File: src/rtl/i2c_tmr_pkg.sv
`timescale 1ns/1ps
package i2c_tmr_pkg;

    localparam int TMR_CNT_W = 10;
    localparam int TMR_LOW_W = 3;

    // Minimum SCL high/low time in machine cycles for each speed select.
    function automatic logic [3:0] min_cycles(input logic [1:0] sel);
        logic [3:0] n;
        case (sel)
            2'b10:   n = 4'd7;
            2'b01:   n = 4'd6;
            2'b00:   n = 4'd5;
            default: n = 4'd4;
        endcase
        return n;
    endfunction

    typedef struct packed {
        logic scl;
        logic busy;
    } sense_state_t;

    typedef struct packed {
        logic [TMR_CNT_W-1:0] cnt;
        logic                 min_done;
    } cnt_state_t;

    typedef struct packed {
        logic tmo;
        logic drop;
    } flag_state_t;

endpackage

File: src/rtl/i2c_tmr_sense.sv
`timescale 1ns/1ps
module i2c_tmr_sense
    import i2c_tmr_pkg::*;
(
    input  logic clk,
    input  logic rst_n,
    input  logic scl_in,
    input  logic start_det,
    input  logic stop_det,
    output logic reload,
    output logic in_frame
);

    sense_state_t st_d, st_q;
    logic         scl_edge;

    always_comb begin
        st_d     = st_q;
        st_d.scl = scl_in;
        if (start_det) begin
            st_d.busy = 1'b1;
        end else if (stop_det) begin
            st_d.busy = 1'b0;
        end
        scl_edge = scl_in ^ st_q.scl;
        reload   = scl_edge | start_det | stop_det;
        in_frame = st_q.busy;
    end

    always_ff @(posedge clk or negedge rst_n) begin
        if (!rst_n) begin
            st_q <= '{scl: 1'b1, busy: 1'b0};
        end else begin
            st_q <= st_d;
        end
    end

    AST_FRAME_OPENS: assert property (@(posedge clk) disable iff (!rst_n)
        start_det |=> in_frame);

endmodule

File: src/rtl/i2c_tmr_count.sv
`timescale 1ns/1ps
module i2c_tmr_count
    import i2c_tmr_pkg::*;
#(
    parameter int CNT_W = TMR_CNT_W,
    parameter int LOW_W = TMR_LOW_W
) (
    input  logic             clk,
    input  logic             rst_n,
    input  logic             tick,
    input  logic             enabled,
    input  logic             run_en,
    input  logic             in_frame,
    input  logic             reload,
    input  logic [1:0]       sel,
    output logic             min_done,
    output logic             wrap
);

    localparam int MARK = 1 << LOW_W;

    cnt_state_t       st_d, st_q;
    logic [CNT_W-1:0] pre;
    logic             full_run;
    logic             low_carry;

    always_comb begin
        pre       = CNT_W'(MARK) - CNT_W'(min_cycles(sel));
        full_run  = run_en & in_frame;
        low_carry = tick & (&st_q.cnt[LOW_W-1:0]);
        st_d      = st_q;
        wrap      = 1'b0;
        if (!enabled) begin
            st_d.cnt      = '0;
            st_d.min_done = 1'b0;
        end else if (reload) begin
            st_d.cnt      = pre;
            st_d.min_done = 1'b0;
        end else begin
            if (!run_en) begin
                st_d.cnt[CNT_W-1:LOW_W] = '0;
            end
            if (tick) begin
                if (full_run) begin
                    st_d.cnt = st_q.cnt + CNT_W'(1);
                    wrap     = &st_q.cnt;
                end else begin
                    st_d.cnt[LOW_W-1:0] = st_q.cnt[LOW_W-1:0] + LOW_W'(1);
                end
            end
            if (low_carry) begin
                st_d.min_done = 1'b1;
            end
        end
        min_done = st_q.min_done;
    end

    always_ff @(posedge clk or negedge rst_n) begin
        if (!rst_n) begin
            st_q <= '0;
        end else begin
            st_q <= st_d;
        end
    end

    AST_PRELOAD_ON_RELOAD: assert property (@(posedge clk) disable iff (!rst_n)
        (enabled && reload) |=> (st_q.cnt == $past(pre) && !min_done));
    AST_HOLD_WITHOUT_TICK: assert property (@(posedge clk) disable iff (!rst_n)
        (enabled && !reload && !tick && run_en) |=> $stable(st_q.cnt));
    AST_UPPER_IDLE: assert property (@(posedge clk) disable iff (!rst_n)
        (enabled && !run_en) |=> (st_q.cnt[CNT_W-1:LOW_W] == '0));
    AST_DISABLED_ZERO: assert property (@(posedge clk) disable iff (!rst_n)
        !enabled |=> (st_q.cnt == '0 && !min_done));

endmodule

File: src/rtl/i2c_tmr_flags.sv
`timescale 1ns/1ps
module i2c_tmr_flags
    import i2c_tmr_pkg::*;
(
    input  logic clk,
    input  logic rst_n,
    input  logic wrap,
    input  logic ovf_clr,
    output logic tmo_flag,
    output logic drop_en
);

    flag_state_t st_d, st_q;

    always_comb begin
        st_d      = st_q;
        st_d.drop = wrap;
        if (wrap) begin
            st_d.tmo = 1'b1;
        end else if (ovf_clr) begin
            st_d.tmo = 1'b0;
        end
        tmo_flag = st_q.tmo;
        drop_en  = st_q.drop;
    end

    always_ff @(posedge clk or negedge rst_n) begin
        if (!rst_n) begin
            st_q <= '0;
        end else begin
            st_q <= st_d;
        end
    end

    AST_TMO_STICKY: assert property (@(posedge clk) disable iff (!rst_n)
        (tmo_flag && !ovf_clr) |=> tmo_flag);
    AST_TMO_CLEARS: assert property (@(posedge clk) disable iff (!rst_n)
        (ovf_clr && !wrap) |=> !tmo_flag);
    AST_DROP_SINGLE: assert property (@(posedge clk) disable iff (!rst_n)
        drop_en |=> !drop_en);
    AST_TMO_RISE_DROP: assert property (@(posedge clk) disable iff (!rst_n)
        $rose(tmo_flag) |-> drop_en);

endmodule

File: src/rtl/i2c_scl_pacer.sv
`timescale 1ns/1ps
module i2c_scl_pacer
    import i2c_tmr_pkg::*;
#(
    parameter int CNT_W = TMR_CNT_W,
    parameter int LOW_W = TMR_LOW_W
) (
    input  logic       clk,
    input  logic       rst_n,
    input  logic       mc_tick,
    input  logic       scl_in,
    input  logic       start_det,
    input  logic       stop_det,
    input  logic       slave_en,
    input  logic       master_req,
    input  logic       is_master,
    input  logic       run_en,
    input  logic [1:0] speed_sel,
    input  logic       ovf_clr,
    output logic       min_done,
    output logic       tmo_flag,
    output logic       drop_enables,
    output logic       sda_gate
);

    logic enabled;
    logic reload;
    logic in_frame;
    logic wrap;

    always_comb begin
        enabled  = slave_en | master_req | is_master;
        sda_gate = enabled & ~scl_in;
    end

    i2c_tmr_sense u_sense (
        .clk       (clk),
        .rst_n     (rst_n),
        .scl_in    (scl_in),
        .start_det (start_det),
        .stop_det  (stop_det),
        .reload    (reload),
        .in_frame  (in_frame)
    );

    i2c_tmr_count #(
        .CNT_W (CNT_W),
        .LOW_W (LOW_W)
    ) u_count (
        .clk      (clk),
        .rst_n    (rst_n),
        .tick     (mc_tick),
        .enabled  (enabled),
        .run_en   (run_en),
        .in_frame (in_frame),
        .reload   (reload),
        .sel      (speed_sel),
        .min_done (min_done),
        .wrap     (wrap)
    );

    i2c_tmr_flags u_flags (
        .clk      (clk),
        .rst_n    (rst_n),
        .wrap     (wrap),
        .ovf_clr  (ovf_clr),
        .tmo_flag (tmo_flag),
        .drop_en  (drop_enables)
    );

    AST_DROP_NEEDS_FRAME: assert property (@(posedge clk) disable iff (!rst_n)
        drop_enables |-> $past(run_en && in_frame && enabled));

endmodule

File: config.mk
export PLATFORM = sky130hd
export DESIGN_NAME = i2c_scl_pacer
export DESIGN_NICKNAME = d
export VERILOG_FILES = /design/src/rtl/i2c_tmr_pkg.sv /design/src/rtl/i2c_tmr_sense.sv /design/src/rtl/i2c_tmr_count.sv /design/src/rtl/i2c_tmr_flags.sv /design/src/rtl/i2c_scl_pacer.sv
export SDC_FILE = /design/constraint.sdc
export NUM_CORES = 1
export LEC_CHECK = 0
export BUFFER_PORTS_ARGS = -buffer_cell sky130_fd_sc_hd__clkbuf_2
export CORE_AREA = 5 5 49 62
export DETAILED_ROUTE_END_ITERATION = 10
export DIE_AREA = 0 0 54 67
export SLEW_MARGIN = 20
export SYNTH_ARGS = -nofsm -noshare
export SYNTH_HDL_FRONTEND = slang
export SYNTH_SLANG_ARGS = --single-unit
export TNS_END_PERCENT = 30
File: constraint.sdc
create_clock -name clk -period 2.1 [get_ports clk]
set_input_delay 0.105 -clock clk [delete_from_list [all_inputs] [get_ports clk]]
set_output_delay 0.105 -clock clk [all_outputs]
set_load 0.01 [all_outputs]
==> results.md, run 1 <==
* Status: complete, no violations
* Pwr per Cell Area at roughly 550 nW/um2
* Die extent in y at approximately 67 um
* Row count at 20
* Worst EP arrival at roughly 1.6 ns
* Yosys top cell area share at around two fifths
* Post-DP HPWL at between 1 and 1.5 mm
* Register bit total from synthesis at 15
* Setup Skew at about 0.0090 ns
* Initial Util at between 30% and 40%
* DRC viols at 0
* Final Cycle Share at about two thirds
* Hold_buf cts at 2
* Post-route ant nets at 0
* Clock latency on the worst-skew pair at around 0.29 ns
* FFs w/ async S/R, synth at 100.0%
* EDFF count, synth at 0
* # port buffers at 16
* Synth top area cells: dfrtp_1, xnor2_1, ha_1
* Count leader, synth: dfrtp_1
* Final Hold Viols at 0
* Critical Path End Type: register
* Maxcap violations at 0
* Core ar. at 2377 um2
* Relative slew slack at 71.55%
* Worst-path clk slew at around 0.10 ns
* Worst path required time at between 2 and 2.5 ns
* Die width at approximately 54 um
* Critical path startpoint category: primary input
* Initial antenna violation count at 0
* Final setup TNS at 0 ns
* Pins Over Slew Limit at 0
* Average routed wire per standard cell at roughly 12 um
* DR iter-0 viols at 10
* TritonCTS clock tree: yes
* Worst hold path type: in -> reg
* Post_cts resized at 0
* Worst-path fanout max at 9
* Worst Max-Slew Pin Slew at roughly 0.42 ns
* Tmin final at 1.384 ns
* FMAX at a little over 0.7 GHz
* Yosys warnings at 0
* Seq/Total Area, Yosys at 43.37%
* DRT Wirelength at approximately 1.5 mm
* Cell Area, Synth at 868.3 um2
* Largest net degree at the start of global routing at 16
* Crit Path Category: in -> reg
* Diodes inserted at 0
* Post-synth cell types at 28
* Vias in the first global route at roughly 620
* First-pass GRT wire length at between 2 and 3 mm
* Cell taking the most area after synthesis: dfrtp_1
* CTS HTree Levels at 1
* Clock Path Buffers at 2
* DR vias at slightly below 600
* Clock Sinks at 15
* Area growth syn-to-layout at 19.31%
* Overall global routing resource usage at 10.34%
* Power Total at roughly 570 uW
* Via density at between 4 and 5
* CTS Root Cell: clkbuf_4
* Num CTS Buffers at 3
* IO Pins at 17
* Top_reg_cell synth: dfrtp_1
* Syn nets at between 90 and 100
* Nets at 118
* Synth top cells by count: dfrtp_1, nor2_1, xnor2_1, inv_1, ha_1
* Synthesized area per cell at 11.28 um2
* Final setup fails at 0
* WHS at ~0.061 ns
* Postcts setup bufs at 0
* Drt pass-1 iters at 2
* DIE AREA at about 3600 um2
* Share of layout cells above drive strength 1 at ~32%
* GP Congestion at approximately 0.78
* Max IR drop VDD at about 0.40 mV
* Unrepaired setup endpoints after global routing: no
* Total gr overflow at 0
* Gate Count Post-Synth at 77
* Leak Pwr at 0.4600 nW
[sequential cells by signal (all words and copies together) (netlist names)]
name              flops
u_count.min_done      1
u_count.st_q         10
u_sense.st_q          1
u_flags.tmo_flag      1
u_sense.in_frame      1
u_flags.drop_en       1
[through the flow]
stage / utilization, % / cell area [um2] / worst slack [ns] / std cells
6_report: 43.58 / 1036 / 0.7156 / 132
5_1_grt: 43.58 / 1036 / 0.6002 / 132
4_1_cts: 43.16 / 1026 / 0.7106 / 131
3_5_place_dp: 41.16 / 978.4 / 0.7602 / 125
3_3_place_gp: 41.16 / 978.4 / 0.7871 / 125
2_1_floorplan: - / 868.3 / 0.8682 / 77
[layout by cell type (no fill, tap or decap)]
cell type,count
a211oi_1,2
a21o_1,1
a21oi_1,1
and3_1,1
clkbuf_2,16
clkbuf_4,3
clkinv_2,1
dfrtp_1,14
dfstp_2,1
dlygate4sd3_1,3
ha_1,5
inv_1,6
mux2i_1,3
nand2_1,3
nand3_1,1
nand3_4,2
nand3b_4,1
nand4_1,1
nor2_1,11
nor2_2,3
nor2b_1,1
nor3_1,2
nor3_2,1
nor3_4,1
nor3b_1,1
nor4_2,1
nor4b_4,1
o21bai_1,1
o22ai_2,1
xnor2_1,9
xor2_1,1
[cells by family (layout without fill, tap and decap cells)]
| family | after synthesis | count (layout) | synth area share (%) |
|---|---|---|---|
| xor+xnor | 10 | 10 | 10.09 |
| mux | 3 | 3 | 3.458 |
| buf+inv | 7 | 29 | 3.890 |
| flops | 15 | 15 | 43.37 |
| compound gates | 6 | 6 | 5.475 |
| simple gates | 31 | 31 | 26.51 |
| fa+ha+maj | 5 | 5 | 7.205 |
[power by group]
| part | switching [mW] | internal, mW |
|---|---|---|
| combinational | 0.0485 | 0.0404 |
| sequential | 0.0104 | 0.300 |
| clock | 0.0969 | 0.0707 |
[critical path: stages]
cell and delay, ns:
dlygate4sd3_1 0.53, clkbuf_2 0.13, xor2_1 0.16, nor3_4 0.30, nand3b_4 0.21, o22ai_2 0.15
[layout make-up]
type	count	area [um2]
timing repair buffer	19	110.1
sequential	15	376.6
clock buffer	3	22.52
clock inverter	1	5.005
tap	33	41.29
fill	237	1341
inverter	6	22.52
multi-input combinational	55	457.9
[routing by layer]
| metal | share of wire (%) | up-vias | routed length [um] | global-route usage [%] |
|---|---|---|---|---|
| met5 | 0 | - | 0 | 0 |
| met4 | 0 | 0 | 0 | 0.9346 |
| met3 | 5.7 | 0 | 87 | 4.922 |
| met2 | 51 | 15 | 775 | 17.73 |
| met1 | 44 | 277 | 671 | 11.88 |
| li1 | - | 305 | - | - |
[worst paths after layout]
path                                       start          endpoint  slack (ns)  depth (start not counted)
worst min register to register  u_flags.tmo_flag  u_flags.tmo_flag        0.55                          2
min in group asynchronous                  rst_n   u_count.st_q[2]        0.26                          2
worst min-delay path                   start_det  u_sense.in_frame        0.06                          2
max in group asynchronous                  rst_n   u_sense.st_q[1]        1.52                          2
worst max-delay path                      scl_in  u_flags.tmo_flag        0.72                          6
worst max register to register   u_sense.st_q[1]  u_flags.tmo_flag        0.74                          4
Note: power is estimated with default switching activity, not from simulation.
==> run 2: changes to the inputs <==
Settings changed: ABC_AREA set to 1, CORE_AREA 5 5 49 62 to 5 5 50 63, DIE_AREA 0 0 54 67 to 0 0 55 68.
Clock period 2.1 ns to 1.2 ns, I/O delays scaled along.
==> results.md, run 2 <==
* Drt pass-1 iters at 4 (was 2)
* Num CTS Buffers at 3 (unchanged)
* Worst EP arrival at 1.44 ns (was 1.59 ns)
* Yosys warnings at 0 (unchanged)
* Worst path required time at 1.43 ns (was 2.31 ns)
* Leak Pwr at 0.5890 nW (was 0.4600 nW)
* Critical path's largest stage delay at 0.55 ns (was 0.53 ns)
* Crit-path cells: inv_2 -> nand2_2 -> buf_4 -> nand3_2 -> a21oi_1 -> o21ai_1 -> nand2_1 (was dlygate4sd3_1 -> clkbuf_2 -> xor2_1 -> nor3_4 -> nand3b_4 -> o22ai_2)
* Top register by number of flip-flops: u_count.st_q (unchanged)
* DIE AREA at 3740 um2 (was 3618 um2)
* Post-route design area at 1172 um2 (was 1036 um2)
* Worst hold path type: in -> reg (unchanged)
* Top_reg_cell synth: dfrtp_1 (unchanged)
* DRC viols at 0 (unchanged)
* Pwr per Cell Area at 886.4 nW/um2 (was 546.9 nW/um2)
* Final setup fails at 1 (was 0)
* IO Pins at 17 (unchanged)
* Worst-path fanout max at 4 (was 9)
* Total gr overflow at 0 (unchanged)
* Worst slack, placed at -0.06950 ns (was 0.7602 ns)
* Post-DP HPWL at 1.410 mm (was 1.218 mm)
* Critical Path End Type: register (unchanged)
* Final Util at 46.00% (was 43.58%)
* DR vias at 807 (was 597)
* Die width at 55 um (was 54 um)
* Fillers at 258 (was 237)
* Average routed wire per standard cell at 10.87 um (was 11.62 um)
* Synthesized area per cell at 8.200 um2 (was 11.28 um2)
* Overall global routing resource usage at 12.25% (was 10.34%)
* Depth of the most critical reg-to-reg path at 7 (was 4)
* Met2 GRT Util at 20.86% (was 17.73%)
* Core ar. at 2549 um2 (was 2377 um2)
* Via density at 4.665 (was 4.523)
* Post-synth cell types at 24 (was 28)
* GP Congestion at 0.7854 (was 0.7799)
* Area growth syn-to-layout at 27.66% (was 19.31%)
* Yosys top cell area share at 38.15% (was 40.35%)
* Vias in the first global route at 860 (was 617)
* Worst Max-Slew Pin Slew at 0.4131 ns (was 0.4245 ns)
* EDFF count, synth at 0 (unchanged)
* Clock Path Buffers at 2 (unchanged)
* Cell Area, Synth at 918.4 um2 (was 868.3 um2)
* Most frequent cells in the layout: nand2_1, inv_1, clkbuf_2 (was clkbuf_2, dfrtp_1, nor2_1)
* First-pass GRT wire length at 3.415 mm (was 2.711 mm)
* Clock latency on the worst-skew pair at 0.28 ns (was 0.29 ns)
* Initial antenna violation count at 0 (unchanged)
* Synth top cells by count: nand2_1, inv_1, dfrtp_1, nor2_1, nand3_1 (was dfrtp_1, nor2_1, xnor2_1, inv_1, ha_1)
* FMAX at 0.8225 GHz
* GR peak layer: met2 (unchanged)
* Max FFs per register at 10 (unchanged)
* Cell taking the most area after synthesis: dfrtp_1 (unchanged)
* Post-route ant nets at 0 (unchanged)
* Row count at 21 (was 20)
* DR iter-0 viols at 11 (was 10)
* Worst-path clk slew at 0.09 ns (was 0.10 ns)
* Initial Util at 36.03% (was 36.53%)
* Final worst slack at -0.01578 ns (was 0.7156 ns)
* Largest net degree at the start of global routing at 16 (unchanged)
* Maxcap violations at 0 (unchanged)
* Met1 Use GR at 14.75% (was 11.88%)
* Pins Over Slew Limit at 0 (unchanged)
* Power Total at 1.039 mW (was 566.6 uW)
* Hold Path Cell Cnt at 2 (unchanged)
* Count leader, synth: nand2_1 (was dfrtp_1)
* Status: finished with violations (was complete, no violations)
* Max IR drop VDD at 0.5602 mV (was 0.3962 mV)
* Tmin final at 1.216 ns
* Clock Sinks at 15 (unchanged)
* TritonCTS clock tree: yes (unchanged)
* Critical path startpoint category: register (was primary input)
* Share of layout cells above drive strength 1 at 32.37% (was 32.32%)
* Relative slew slack at 72.37% (was 71.55%)
* Final Cycle Share at 101.3%
* Final Hold Viols at 0 (unchanged)
* CTS HTree Levels at 1 (unchanged)
* Synth top area cells: dfrtp_1, nand2_1, inv_1 (was dfrtp_1, xnor2_1, ha_1)
* Seq/Total Area, Yosys at 41.01% (was 43.37%)
* Crit Path Category: reg -> reg (was in -> reg)
* Violated checks: negative setup slack
* CP max-delay cell: dfstp_2 (was dlygate4sd3_1)
* FFs w/ async S/R, synth at 100.0% (unchanged)
* Unrepaired setup endpoints after global routing: yes (was no)
* Setup Skew at 0.0008674 ns (was 0.008969 ns)
* Most common cell after layout, fill and taps aside: nand2_1 (was clkbuf_2)
* Syn nets at 130 (was 95)
* M3 GR Usage at 1.089% (was 4.922%)
* Nets at 158 (was 118)
* CTS Root Cell: clkbuf_4 (unchanged)
* Area after DPL at 1059 um2 (was 978.4 um2)
* Diodes inserted at 0 (unchanged)
* # port buffers at 16 (unchanged)
* Gate Count Post-Synth at 112 (was 77)
* Register bit total from synthesis at 15 (unchanged)
* DRT Wirelength at 1.880 mm (was 1.534 mm)
* Die extent in y at 68 um (was 67 um)
==> run 2: cell count changes after synthesis, moves of 2 or more <==
cell and delta:
nor2_4 +3, nand3_1 +5, o21ai_0 +3, nor2_2 +2
xnor2_1 -8, a211oi_1 -2, nand2_1 +23, mux2i_1 -3
nor2_1 +2, inv_1 +12
==> run 2: power by group <==
group | internal, mW | switching (mW) | leakage, nW | total, mW
Clock | 0.129 | 0.167 | 0.0150 | 0.296
Sequential | 0.524 | 0.0204 | 0.199 | 0.544
Combinational | 0.0890 | 0.110 | 0.375 | 0.199
==> run 2: path summary, 6_finish.rpt <==
path	slack, ns	to	from
max	-0.02	u_count.st_q[3]	u_sense.st_q[1]
min	0.01	u_sense.in_frame	start_det
max reg2reg	-0.02	u_count.st_q[3]	u_sense.st_q[1]
min reg2reg	0.49	u_flags.tmo_flag	u_flags.tmo_flag
max in group asynchronous	0.67	u_sense.st_q[1]	rst_n
min in group asynchronous	0.22	u_flags.drop_en	rst_n
==> run 2: logic make-up after synthesis <==
group           count (synthesis)  share of synthesized area (%)
xor+xnor                        3                          2.862
buf+inv                        18                          7.356
fa+ha+maj                       5                          6.812
flops                          15                          41.01
compound gates                  9                          5.722
simple gates                   62                          36.24
==> run 2: repair_timing <==
action                                  in CTS  in global routing
hold endpoints to repair                    16                  0
hold buffers                                 3                  0
setup buffers                                1                  0
gates cloned                                 1                  0
resized for setup                            4                  5
pin swaps                                    9                  5
endpoints found under the setup margin      12                 12
==> run 2: layout make-up <==
cell class	instances	area (um2)	share of cell area (%)
inverter	18	67.56	5.763
timing repair buffer	22	132.6	11.31
sequential	15	376.6	32.12
tap	34	42.54	3.629
multi-input combinational	80	526.8	44.93
clock buffer	4	26.28	2.241
==> run 2: per-stage QoR <==
step,hold slack (ns),std cells,TNS [ns]
after detailed placement,0.006583,164,-0.2160
after global placement,-0.002582,164,-0.06689
after global routing,0.01559,173,-0.6864
after CTS,0.007996,173,-0.07264
after floorplan,-0.2356,112,0
final,0.01484,173,-0.01578
==> run 2: routing by layer <==
metal | wire (um) | vias up
met5 | 0 | -
met4 | 38 | 0
met3 | 50 | 4
met2 | 962 | 17
met1 | 828 | 378
li1 | - | 408
==> run 2: worst max-delay path: cells and delay by family, from the launching register on <==
family                 cells  cell delay, ns
AO/OA/AOI/OAI              2            0.23
AND/OR/NAND/NOR            3            0.22
flip-flops                 1            0.55
buffers and inverters      2            0.16
